<file path="config.mk">
export PLATFORM = sky130hd
export DESIGN_NAME = sdr_burst_seq
export DESIGN_NICKNAME = d
export VERILOG_FILES = /design/src/rtl/sdseq_pkg.sv /design/src/rtl/sdseq_mode_reg.sv /design/src/rtl/sdseq_burst_gen.sv /design/src/rtl/sdseq_rd_pipe.sv /design/src/rtl/sdr_burst_seq.sv
export SDC_FILE = /design/constraint.sdc
export NUM_CORES = 1
export LEC_CHECK = 0
export BUFFER_PORTS_ARGS = -buffer_cell sky130_fd_sc_hd__buf_2
export CAP_MARGIN = 10
export CORE_ASPECT_RATIO = 1.4
export CORE_MARGIN = 3
export CORE_UTILIZATION = 40
export CTS_BUF_LIST = sky130_fd_sc_hd__clkbuf_4
export DETAILED_ROUTE_END_ITERATION = 6
export HOLD_SLACK_MARGIN = 0.06
export SYNTH_ARGS = -nofsm -noshare
export SYNTH_HDL_FRONTEND = slang
export SYNTH_SLANG_ARGS = --single-unit
</file>
<file path="constraint.sdc">
create_clock -name clk -period 3 [get_ports clk]
set_input_delay 0 -clock clk [delete_from_list [all_inputs] [get_ports clk]]
set_output_delay 0 -clock clk [all_outputs]
set_load 0.005 [all_outputs]
</file>
<file path="src/rtl/sdseq_pkg.sv">
package sdseq_pkg;
  localparam int MODE_W = 10;
  localparam int CL_MIN = 2;
  localparam int CL_MAX = 3;
  localparam int BL_MAX = 8;
  localparam int CNT_W  = $clog2(BL_MAX);

  // mode word field positions
  localparam int F_BL_LO = 0;
  localparam int F_CL_LO = 4;
  localparam int F_OP_LO = 7;
  localparam int F_WBM   = 9;

  typedef enum logic [1:0] {
    CMD_NOP   = 2'b00,
    CMD_READ  = 2'b01,
    CMD_WRITE = 2'b10,
    CMD_LOAD  = 2'b11
  } cmd_e;

  // burst length minus one, reserved codes collapse to a single beat
  function automatic logic [CNT_W-1:0] bl_mask(input logic [2:0] code);
    case (code)
      3'd1:    return CNT_W'(1);
      3'd2:    return CNT_W'(3);
      3'd3:    return CNT_W'(7);
      default: return '0;
    endcase
  endfunction

  function automatic logic cl_legal(input logic [2:0] code);
    return (code == 3'd2) || (code == 3'd3);
  endfunction
endpackage

</file>
<file path="src/rtl/sdseq_mode_reg.sv">
module sdseq_mode_reg
  import sdseq_pkg::*;
(
  input  logic              clk,
  input  logic              rst_n,
  input  logic              load_i,
  input  logic [MODE_W-1:0] mode_i,
  output logic              cl3_o,
  output logic [CNT_W-1:0]  bl_mask_o,
  output logic              wbm_o,
  output logic              err_o
);
  logic             cl3_q, cl3_d;
  logic [CNT_W-1:0] msk_q, msk_d;
  logic             wbm_q, wbm_d;
  logic             err_q, err_d;
  logic             legal;

  always_comb begin
    legal = cl_legal(mode_i[F_CL_LO +: 3]) && (mode_i[F_OP_LO +: 2] == 2'b00);
    cl3_d = cl3_q;
    msk_d = msk_q;
    wbm_d = wbm_q;
    err_d = err_q;
    if (load_i) begin
      if (legal) begin
        cl3_d = (mode_i[F_CL_LO +: 3] == 3'd3);
        msk_d = bl_mask(mode_i[F_BL_LO +: 3]);
        wbm_d = mode_i[F_WBM];
      end else begin
        err_d = 1'b1;
      end
    end
  end

  always_ff @(posedge clk or negedge rst_n) begin
    if (!rst_n) begin
      cl3_q <= 1'b0;
      msk_q <= '0;
      wbm_q <= 1'b0;
      err_q <= 1'b0;
    end else if (load_i) begin
      cl3_q <= cl3_d;
      msk_q <= msk_d;
      wbm_q <= wbm_d;
      err_q <= err_d;
    end
  end

  assign cl3_o     = cl3_q;
  assign bl_mask_o = msk_q;
  assign wbm_o     = wbm_q;
  assign err_o     = err_q;
endmodule

</file>
<file path="src/rtl/sdseq_burst_gen.sv">
module sdseq_burst_gen
  import sdseq_pkg::*;
#(
  parameter int COL_W = 5
) (
  input  logic             clk,
  input  logic             rst_n,
  input  logic [1:0]       cmd_i,
  input  logic [COL_W-1:0] col_i,
  input  logic [CNT_W-1:0] bl_mask_i,
  input  logic             wbm_i,
  output logic             cur_act_o,
  output logic             cur_wr_o,
  output logic [COL_W-1:0] cur_col_o,
  output logic             beat_act_o,
  output logic [COL_W-1:0] beat_col_o
);
  logic [CNT_W-1:0] left_q, left_d;
  logic [COL_W-1:0] nxt_q, nxt_d;
  logic [CNT_W-1:0] msk_q, cur_msk;
  logic             wr_q;
  logic             act, wr;
  logic [COL_W-1:0] col, mskw;
  logic             is_rd, is_wr;
  logic             beat_act_q;
  logic [COL_W-1:0] beat_col_q;

  always_comb begin
    is_rd = (cmd_i == CMD_READ);
    is_wr = (cmd_i == CMD_WRITE);
    if (is_rd || is_wr) begin
      act     = 1'b1;
      wr      = is_wr;
      col     = col_i;
      cur_msk = (is_wr && wbm_i) ? '0 : bl_mask_i;
      left_d  = cur_msk;
    end else if (left_q != '0) begin
      act     = 1'b1;
      wr      = wr_q;
      col     = nxt_q;
      cur_msk = msk_q;
      left_d  = left_q - CNT_W'(1);
    end else begin
      act     = 1'b0;
      wr      = 1'b0;
      col     = nxt_q;
      cur_msk = msk_q;
      left_d  = '0;
    end
    mskw  = COL_W'(cur_msk);
    nxt_d = (col & ~mskw) | ((col + COL_W'(1)) & mskw);
  end

  always_ff @(posedge clk or negedge rst_n) begin
    if (!rst_n) begin
      left_q     <= '0;
      nxt_q      <= '0;
      msk_q      <= '0;
      wr_q       <= 1'b0;
      beat_act_q <= 1'b0;
      beat_col_q <= '0;
    end else begin
      beat_act_q <= act;
      if (act) begin
        left_q     <= left_d;
        nxt_q      <= nxt_d;
        msk_q      <= cur_msk;
        wr_q       <= wr;
        beat_col_q <= col;
      end
    end
  end

  assign cur_act_o  = act;
  assign cur_wr_o   = wr;
  assign cur_col_o  = col;
  assign beat_act_o = beat_act_q;
  assign beat_col_o = beat_col_q;
endmodule

</file>
<file path="src/rtl/sdseq_rd_pipe.sv">
module sdseq_rd_pipe
  import sdseq_pkg::*;
#(
  parameter int DATA_W = 16,
  parameter int DEPTH  = CL_MAX + 1
) (
  input  logic              clk,
  input  logic              rst_n,
  input  logic              push_i,
  input  logic [DATA_W-1:0] din_i,
  input  logic              cl3_i,
  output logic              oe_o,
  output logic              vld_o,
  output logic [DATA_W-1:0] dout_o
);
  localparam int IDX_W = $clog2(DEPTH);

  logic [DEPTH-1:0]  vld_q;
  logic [DATA_W-1:0] dat_q [DEPTH];
  logic [IDX_W-1:0]  tap;

  always_ff @(posedge clk or negedge rst_n) begin
    if (!rst_n) begin
      vld_q <= '0;
    end else begin
      vld_q <= {vld_q[DEPTH-2:0], push_i};
    end
  end

  // data stages carry no reset, each loads only when its feeder is valid
  always_ff @(posedge clk) begin
    if (push_i) dat_q[0] <= din_i;
    for (int i = 1; i < DEPTH; i++) begin
      if (vld_q[i-1]) dat_q[i] <= dat_q[i-1];
    end
  end

  assign tap    = IDX_W'(CL_MIN) + IDX_W'(cl3_i);
  assign vld_o  = vld_q[tap];
  assign oe_o   = vld_q[tap] | vld_q[tap - IDX_W'(1)];
  assign dout_o = vld_q[tap] ? dat_q[tap] : '0;
endmodule

</file>
<file path="src/rtl/sdr_burst_seq.sv">
module sdr_burst_seq
  import sdseq_pkg::*;
#(
  parameter int COL_W  = 5,
  parameter int DATA_W = 16
) (
  input  logic              clk,
  input  logic              rst_n,
  input  logic [1:0]        cmd_i,
  input  logic [COL_W-1:0]  col_i,
  input  logic [MODE_W-1:0] mode_i,
  input  logic [DATA_W-1:0] wdata_i,
  output logic [DATA_W-1:0] dq_o,
  output logic              dq_oe_o,
  output logic              dq_valid_o,
  output logic              beat_act_o,
  output logic [COL_W-1:0]  beat_col_o,
  output logic              mode_err_o
);
  localparam int WORDS = 1 << COL_W;

  logic             mode_cl3;
  logic             mode_wbm;
  logic [CNT_W-1:0] mode_msk;
  logic             cur_act, cur_wr;
  logic [COL_W-1:0] cur_col;
  logic [DATA_W-1:0] mem_q [WORDS];

  sdseq_mode_reg u_mode (
    .clk       (clk),
    .rst_n     (rst_n),
    .load_i    (cmd_i == CMD_LOAD),
    .mode_i    (mode_i),
    .cl3_o     (mode_cl3),
    .bl_mask_o (mode_msk),
    .wbm_o     (mode_wbm),
    .err_o     (mode_err_o)
  );

  sdseq_burst_gen #(.COL_W(COL_W)) u_burst (
    .clk        (clk),
    .rst_n      (rst_n),
    .cmd_i      (cmd_i),
    .col_i      (col_i),
    .bl_mask_i  (mode_msk),
    .wbm_i      (mode_wbm),
    .cur_act_o  (cur_act),
    .cur_wr_o   (cur_wr),
    .cur_col_o  (cur_col),
    .beat_act_o (beat_act_o),
    .beat_col_o (beat_col_o)
  );

  always_ff @(posedge clk) begin
    if (cur_act && cur_wr) mem_q[cur_col] <= wdata_i;
  end

  sdseq_rd_pipe #(.DATA_W(DATA_W)) u_pipe (
    .clk    (clk),
    .rst_n  (rst_n),
    .push_i (cur_act && !cur_wr),
    .din_i  (mem_q[cur_col]),
    .cl3_i  (mode_cl3),
    .oe_o   (dq_oe_o),
    .vld_o  (dq_valid_o),
    .dout_o (dq_o)
  );
endmodule

</file>
Word level (Yosys, flattened, before mapping) --
Memories as Yosys holds them, arrays and structs flattened. Cells that the tools add are included. W data, S select, Z words.
Word-level totals: register bits after elaboration 28, latch bits 0, RAM bits 576, ROM bits 0, output and inout bits 25, word-level logic and storage cells 69, memories kept 2
Cells by class: add/subtract/negate cells 4, multipliers 0, div/mod/pow operators 0, $lt $le $gt $ge 2, eq/ne operators 8, shift operators 0, muxes and demuxes 25, bitwise logic cells 6, reductions and logical operators 11
Memory list:
- mem_q | depth 32, bits a word 16, rd ports 1, clocked after Yosys merged registers in 0, write ports 1, RTL line sdr_burst_seq.sv:27 | logic [DATA_W-1:0] mem_q [WORDS];
- u_pipe.dat_q | depth 4, bits a word 16, rd ports 4, clocked after Yosys merged registers in 0, write ports 4, RTL line sdseq_rd_pipe.sv:19 | logic [DATA_W-1:0] dat_q [DEPTH];
Operators with widths (number):
- $mux W1 | 16
- $mux W16 | 1
- $eq A3 B2 Y1 const B | 4
- $mux W3 | 4
- $pmux W3 S3 | 1
- $lt A2 B3 Y1 const B | 2
- $add A5 B1 Y5 const B | 1
- $and A5 B3 Y5 | 1
- $and A5 B5 Y5 | 1
- $mux W5 | 1
- $not A3 Y5 | 1
- $or A5 B5 Y5 | 1
- $bmux W1 S2 | 2
- $eq A2 B2 Y1 const B | 2
- $logic_and A1 B1 Y1 | 4
- $reduce_and A2 Y1 | 2
- $eq A3 B1 Y1 const B | 1
- $reduce_bool A3 Y1 | 1
- $sub A3 B1 Y3 const B | 1
- $add A2 B1 Y2 const A | 1
- $eq A2 B1 Y1 const B | 1
- $logic_not A2 Y1 | 1
- $logic_or A1 B1 Y1 | 2
- $sub A2 B1 Y2 const B | 1
- 3 further kinds | 3

Depth between registers and ports, before layout --
word-level depth 7, depth in mapped cells 13

By module --
From an unflattened synthesis, not the netlist that was laid out.
Second synthesis, totals: cell total of the unflattened synthesis 1289, area, all modules 23281.1 um2
By module, submodules not included:
- sdr_burst_seq | instances 1, cells each 1074, area each 19748.9 um2
- sdseq_rd_pipe | instances 1, cells each 127, area each 2422.3 um2
- sdseq_burst_gen | instances 1, cells each 69, area each 822.0 um2
- sdseq_mode_reg | instances 1, cells each 19, area each 287.8 um2

Worst setup path after synthesis --
Ideal clock, no wire load.
path kind input-to-reg, start input cmd_i[0], end memory mem_q[0][0], enable pin, library setup time 388 ps, arrival time 2622 ps, required time 2612 ps, path slack -11 ps, stages on the path 12, path buffers 5, cell sequence inv_1 ha_1 buf_6 mux2_4 inv_4 buf_6 buf_6 buf_6 buf_2 ha_1 nand2_1 nor2_1
On the way: cells in the longest elaborated chain, start to end 6, elaborated cells on any way between the ends 9
RTL lines:
- from (decl) | RTL line sdr_burst_seq.sv:9 | input logic [1:0] cmd_i,
- $eq A2 B1 Y1 / $eq A2 B2 Y1 (equally long branches) | RTL line sdseq_burst_gen.sv:29, sdseq_burst_gen.sv:30
- $logic_or A1 B1 Y1 | RTL line sdseq_burst_gen.sv:31 | if (is_rd || is_wr) begin
- $mux W1 | RTL line sdseq_burst_gen.sv:31
- $logic_and A1 B1 Y1 | RTL line sdr_burst_seq.sv:55 | if (cur_act && cur_wr) mem_q[cur_col] <= wdata_i;
- $mux W1 | RTL line sdr_burst_seq.sv:55
- $mux W1 (implied by the code) | RTL line sdr_burst_seq.sv:55
- to (decl) | RTL line sdr_burst_seq.sv:27
Parallel ways exist; a longest one is shown, timed or not.

Final worst setup path --
start register u_burst.left_q[0], end memory mem_q[8][5], enable pin
On the way: cells in the longest elaborated chain, start to end 6, elaborated cells on any way between the ends 8
RTL lines:
- from (decl) | RTL line sdseq_burst_gen.sv:18 | logic [CNT_W-1:0] left_q, left_d;
- from (signal assigned) | RTL line sdseq_burst_gen.sv:65 | left_q <= left_d;
- $reduce_bool A3 Y1 (*) | RTL line sdseq_burst_gen.sv:37 | end else if (left_q != '0) begin
- $mux W1 | RTL line sdseq_burst_gen.sv:37
- $mux W1 | RTL line sdseq_burst_gen.sv:31
- $logic_and A1 B1 Y1 (*) | RTL line sdr_burst_seq.sv:55
- $mux W1 (*) | RTL line sdr_burst_seq.sv:55
- $mux W1 (implied by the code) (*) | RTL line sdr_burst_seq.sv:55
Every way passes the cells marked *; elsewhere a longest branch is shown, timed or not.

==> results.md <==
* Synth Area per Inst at 17.1 sq um
* CTS resizes at 0
* Unrepaired setup endpoints after global routing: false
* Die area at between 0.06 and 0.07 sq mm
* Drt first-iter violations at between 1000 and 1500
* Pleak at 9.83 nW
* Fmax at 379 MHz
* Maxcap violations at 0
* GR Overflow Total at 0
* Area of placed instances at 0.0259 sq mm
* Final HPWL DP at 37700 microns
* Clock Sinks at 602
* Crit path depth at 6
* Footprint of the multi-input gates at 0.00541 sq mm
* Clk_skew at roughly 0.042 ns
* First drt pass iteration count at 5
* Max-slew headroom at 45.7%
* Root buffer cell: clkbuf_4
* HP Start: col_i[2]
* Post-Syn Nets at 1435
* Worst Path Required at 3.54 ns
* FF-to-FF path depth at 6
* DIE WIDTH at 212 microns
* Final wirelength at approximately 62000 microns
* P&R area growth vs syn at 19.2%
* Fin crit period at 2.64 ns
* Peak supply drop at about 0.35 mV
* R2R Path Start: u_burst.left_q[0]
* CP bufs+invs at 1
* Setup CP Type: register to register
* Crit path cell chain: nor2_1, ha_1, o21ai_0, nand2_1, nor2_1, buf_12
* GR Util All Layers at 20.2%
* Post-Syn Area at 0.0238 sq mm
* Largest net degree at the start of global routing at just over 40
* Core area at 0.0587 sq mm
* CTS tree: done
* H-tree Lvls at 4
* Final Slew Violations at 0
* YS warnings at 0
* CP dominant cell by count: nor2_1
* Critical path endpoint category: register
* Crit path from: u_burst.left_q[0]
* DRC at 0
* Design area at 0.0284 sq mm
* # fillers at 4967
* CP top delay family: simple AND/OR/NAND/NOR gates
* Vias in the first global route at approximately 15000
* Vias at 14100
* Sequential cell area at 0.0179 sq mm
* CP Launch Type: register
* Share of cells above drive strength 1 at 25.1%
* Flops & latches, synth at approximately 600
* Critical Path AT at 3.18 ns
* Die span in y at 295 microns
* Status: complete, no violations
* Post-synth top flop: edfxtp_1
* Worst-path clk slew at 0.07 ns
* # port buffers at 58
* DR WL/cell at between 20 and 25 microns
* Min-Delay Path Class: input port to register
* Routability cong. at 0.812
* EDFF count, synth at 576
* Post-synthesis sequential area ratio at between 70% and 80%
* Highest-delay cell along the critical path: o21ai_0
* Setup_tns at 0 ns
* Layout Nets at 1725
* Top Ports at 60
* Setup violators final at 0
* First-pass GRT wire length at 93100 microns
* Worst-Skew Late Latency at ~0.9 ns
* Critical-path maximum fanout at 14
* Hold depth at 4
* PwrDens at roughly 750 mW/mm^2
* Antenna violations before repair at 3
* Final Hold Viols at 0
* Initial core utilization at approximately two fifths
* CTS Buf Count at 149
* Fin crit share at between 80 and 90%
* Inst Count DP at roughly 2200
* Via-to-Cell Ratio at 5.54
* Num rows at 105
* CTS max path bufs at 3
* Worst Max-Slew Pin Slew at 0.814 ns
* Crit path largest cell delay at approximately 0.54 ns
* Syn Inst Count at around 1400
* Cell variety after synth at 58
* Share of synthesized registers carrying an async set or reset at around 4.3%
* Post-DRT Antenna Nets at 0
* Non-filler cells, final at 2546
report_power, final:
| part | internal [mW] | switching [mW] |
|---|---|---|
| registers | 9.97 | 0.350 |
| logic | 1.63 | 2.34 |
| clock network | 3.69 | 3.20 |
per-stage QoR:
stage               hold WS [ns]  total power, mW  util (%)  setup slack (ns)
finish                     0.202             21.2      48.3             0.358
global route               0.164             22.2      48.3             0.148
CTS                       0.0654             21.4      48.3             0.378
detailed placement        0.0625             14.4      44.1            0.0894
global placement          0.0572             14.3      44.1             0.178
floorplan                 -0.296             12.8         -           -0.0106
worst register-to-register path, delay by kind of cell, from the launching register on:
family | cells | cell delay (ns)
AO/OA/AOI/OAI | 1 | 0.54
adder cells (fa/ha/maj) | 1 | 0.21
flip-flops | 1 | 0.42
buffers and inverters | 1 | 0.21
AND/OR/NAND/NOR | 3 | 0.92
flip-flops by register name (all words and copies together) (netlist names):
name / cells
mem_q: 512
u_burst.beat_act_o: 1
u_burst.beat_col_o: 4
u_burst.left_q: 3
u_burst.msk_q: 3
u_burst.nxt_q: 4
u_burst.wr_q: 1
u_mode.bl_mask_o: 3
u_mode.cl3_o: 1
u_mode.err_o: 1
u_mode.wbm_o: 1
u_pipe.dat_q: 64
u_pipe.vld_q: 4
layout by cell type (no fill, tap or decap), drive strengths merged, types with 4 or more instances in the layout:
cell,synthesis,layout
edfxtp,576,576
clkbuf,40,211
buf,42,168
mux2i,135,135
nor2,85,85
o22ai,72,72
a211oi,56,56
dlygate4sd3,0,53
clkinv,1,44
mux4,39,39
nand2,38,38
a21oi,37,37
o21ai,37,37
nand2b,36,36
inv,25,29
dfrtp,26,26
nor4,16,16
a22oi,15,15
a32oi,14,14
o41ai,13,13
nand4b,13,13
ha,8,8
nor2b,7,7
nor4b,6,6
mux2,6,6
a211o,5,5
bufinv,0,5
nor3,4,4
path summary, 6_finish.rpt:
path	endpoint	slack [ns]
setup / recovery	mem_q[8][5]	0.36
hold / removal	u_burst.nxt_q[2]	0.20
setup reg to reg	mem_q[8][5]	0.36
hold reg to reg	u_pipe.dat_q[2][13]	0.39
max in group asynchronous	u_burst.beat_col_o[3]	2.56
min in group asynchronous	u_mode.bl_mask_o[0]	0.24
metal layers:
| metal | global-route usage (%) | part of all wire [%] | vias up |
|---|---|---|---|
| li1 | - | - | 6299 |
| met1 | 24.4 | 39 | 7176 |
| met2 | 35.3 | 52 | 516 |
| met3 | 3.74 | 5.2 | 107 |
| met4 | 8.90 | 3.4 | 0 |
| met5 | 0 | 0 | - |
layout make-up:
cell class	instances	share of cell area (%)
clock inverter	54	1.28
sequential	602	63.2
multi-input combinational	682	19.0
clock buffer	211	5.58
timing repair buffer	221	7.21
inverter	26	0.353
antenna	1	0.00881
tap	749	3.30
synthesized netlist by cell type (3+ instances only):
| cell | number | area share (%) |
|---|---|---|
| o31ai_1 | 3 | 0.095 |
| xor2_1 | 3 | 0.11 |
| a211o_1 | 5 | 0.18 |
| nand2b_1 | 36 | 0.95 |
| nor4_1 | 16 | 0.42 |
| o21ai_1 | 4 | 0.084 |
| nand2_1 | 38 | 0.60 |
| a32oi_1 | 14 | 0.51 |
| ha_1 | 8 | 0.42 |
| mux2i_1 | 135 | 5.7 |
| buf_2 | 29 | 0.61 |
| buf_4 | 4 | 0.13 |
| nor3_1 | 4 | 0.084 |
| dfrtp_1 | 26 | 2.7 |
| a211oi_1 | 56 | 1.8 |
| clkbuf_1 | 40 | 0.63 |
| edfxtp_1 | 576 | 73 |
| buf_1 | 5 | 0.079 |
| mux2_2 | 5 | 0.24 |
| nor2b_1 | 7 | 0.18 |
| inv_1 | 24 | 0.38 |
| buf_6 | 4 | 0.19 |
| a21oi_1 | 37 | 0.78 |
| o41ai_1 | 13 | 0.48 |
| o21ai_0 | 33 | 0.69 |
| nor4b_1 | 6 | 0.22 |
| a22oi_1 | 15 | 0.47 |
| o22ai_1 | 72 | 1.9 |
| mux4_2 | 39 | 3.7 |
| nand4b_1 | 13 | 0.48 |
| nor4bb_1 | 3 | 0.13 |
| nor2_1 | 85 | 1.3 |
kinds of logic after synthesis:
kind of cell             count (synthesis)  synth area share (%)
AO/OA/AOI/OAI                          269                  7.58
buffers and inverters                  108                  2.05
flip-flops                             602                  75.4
multiplexers                           180                  9.66
adder cells (fa/ha/maj)                  8                 0.420
AND/OR/NAND/NOR                        221                  4.79
XOR/XNOR                                 4                 0.147
what timing repair did:
item / in CTS / in global routing
buffers inserted: 0 / 0
hold endpoints to repair: 756 / 0
hold buffers: 54 / 0
(Power assumes the default switching activity.)
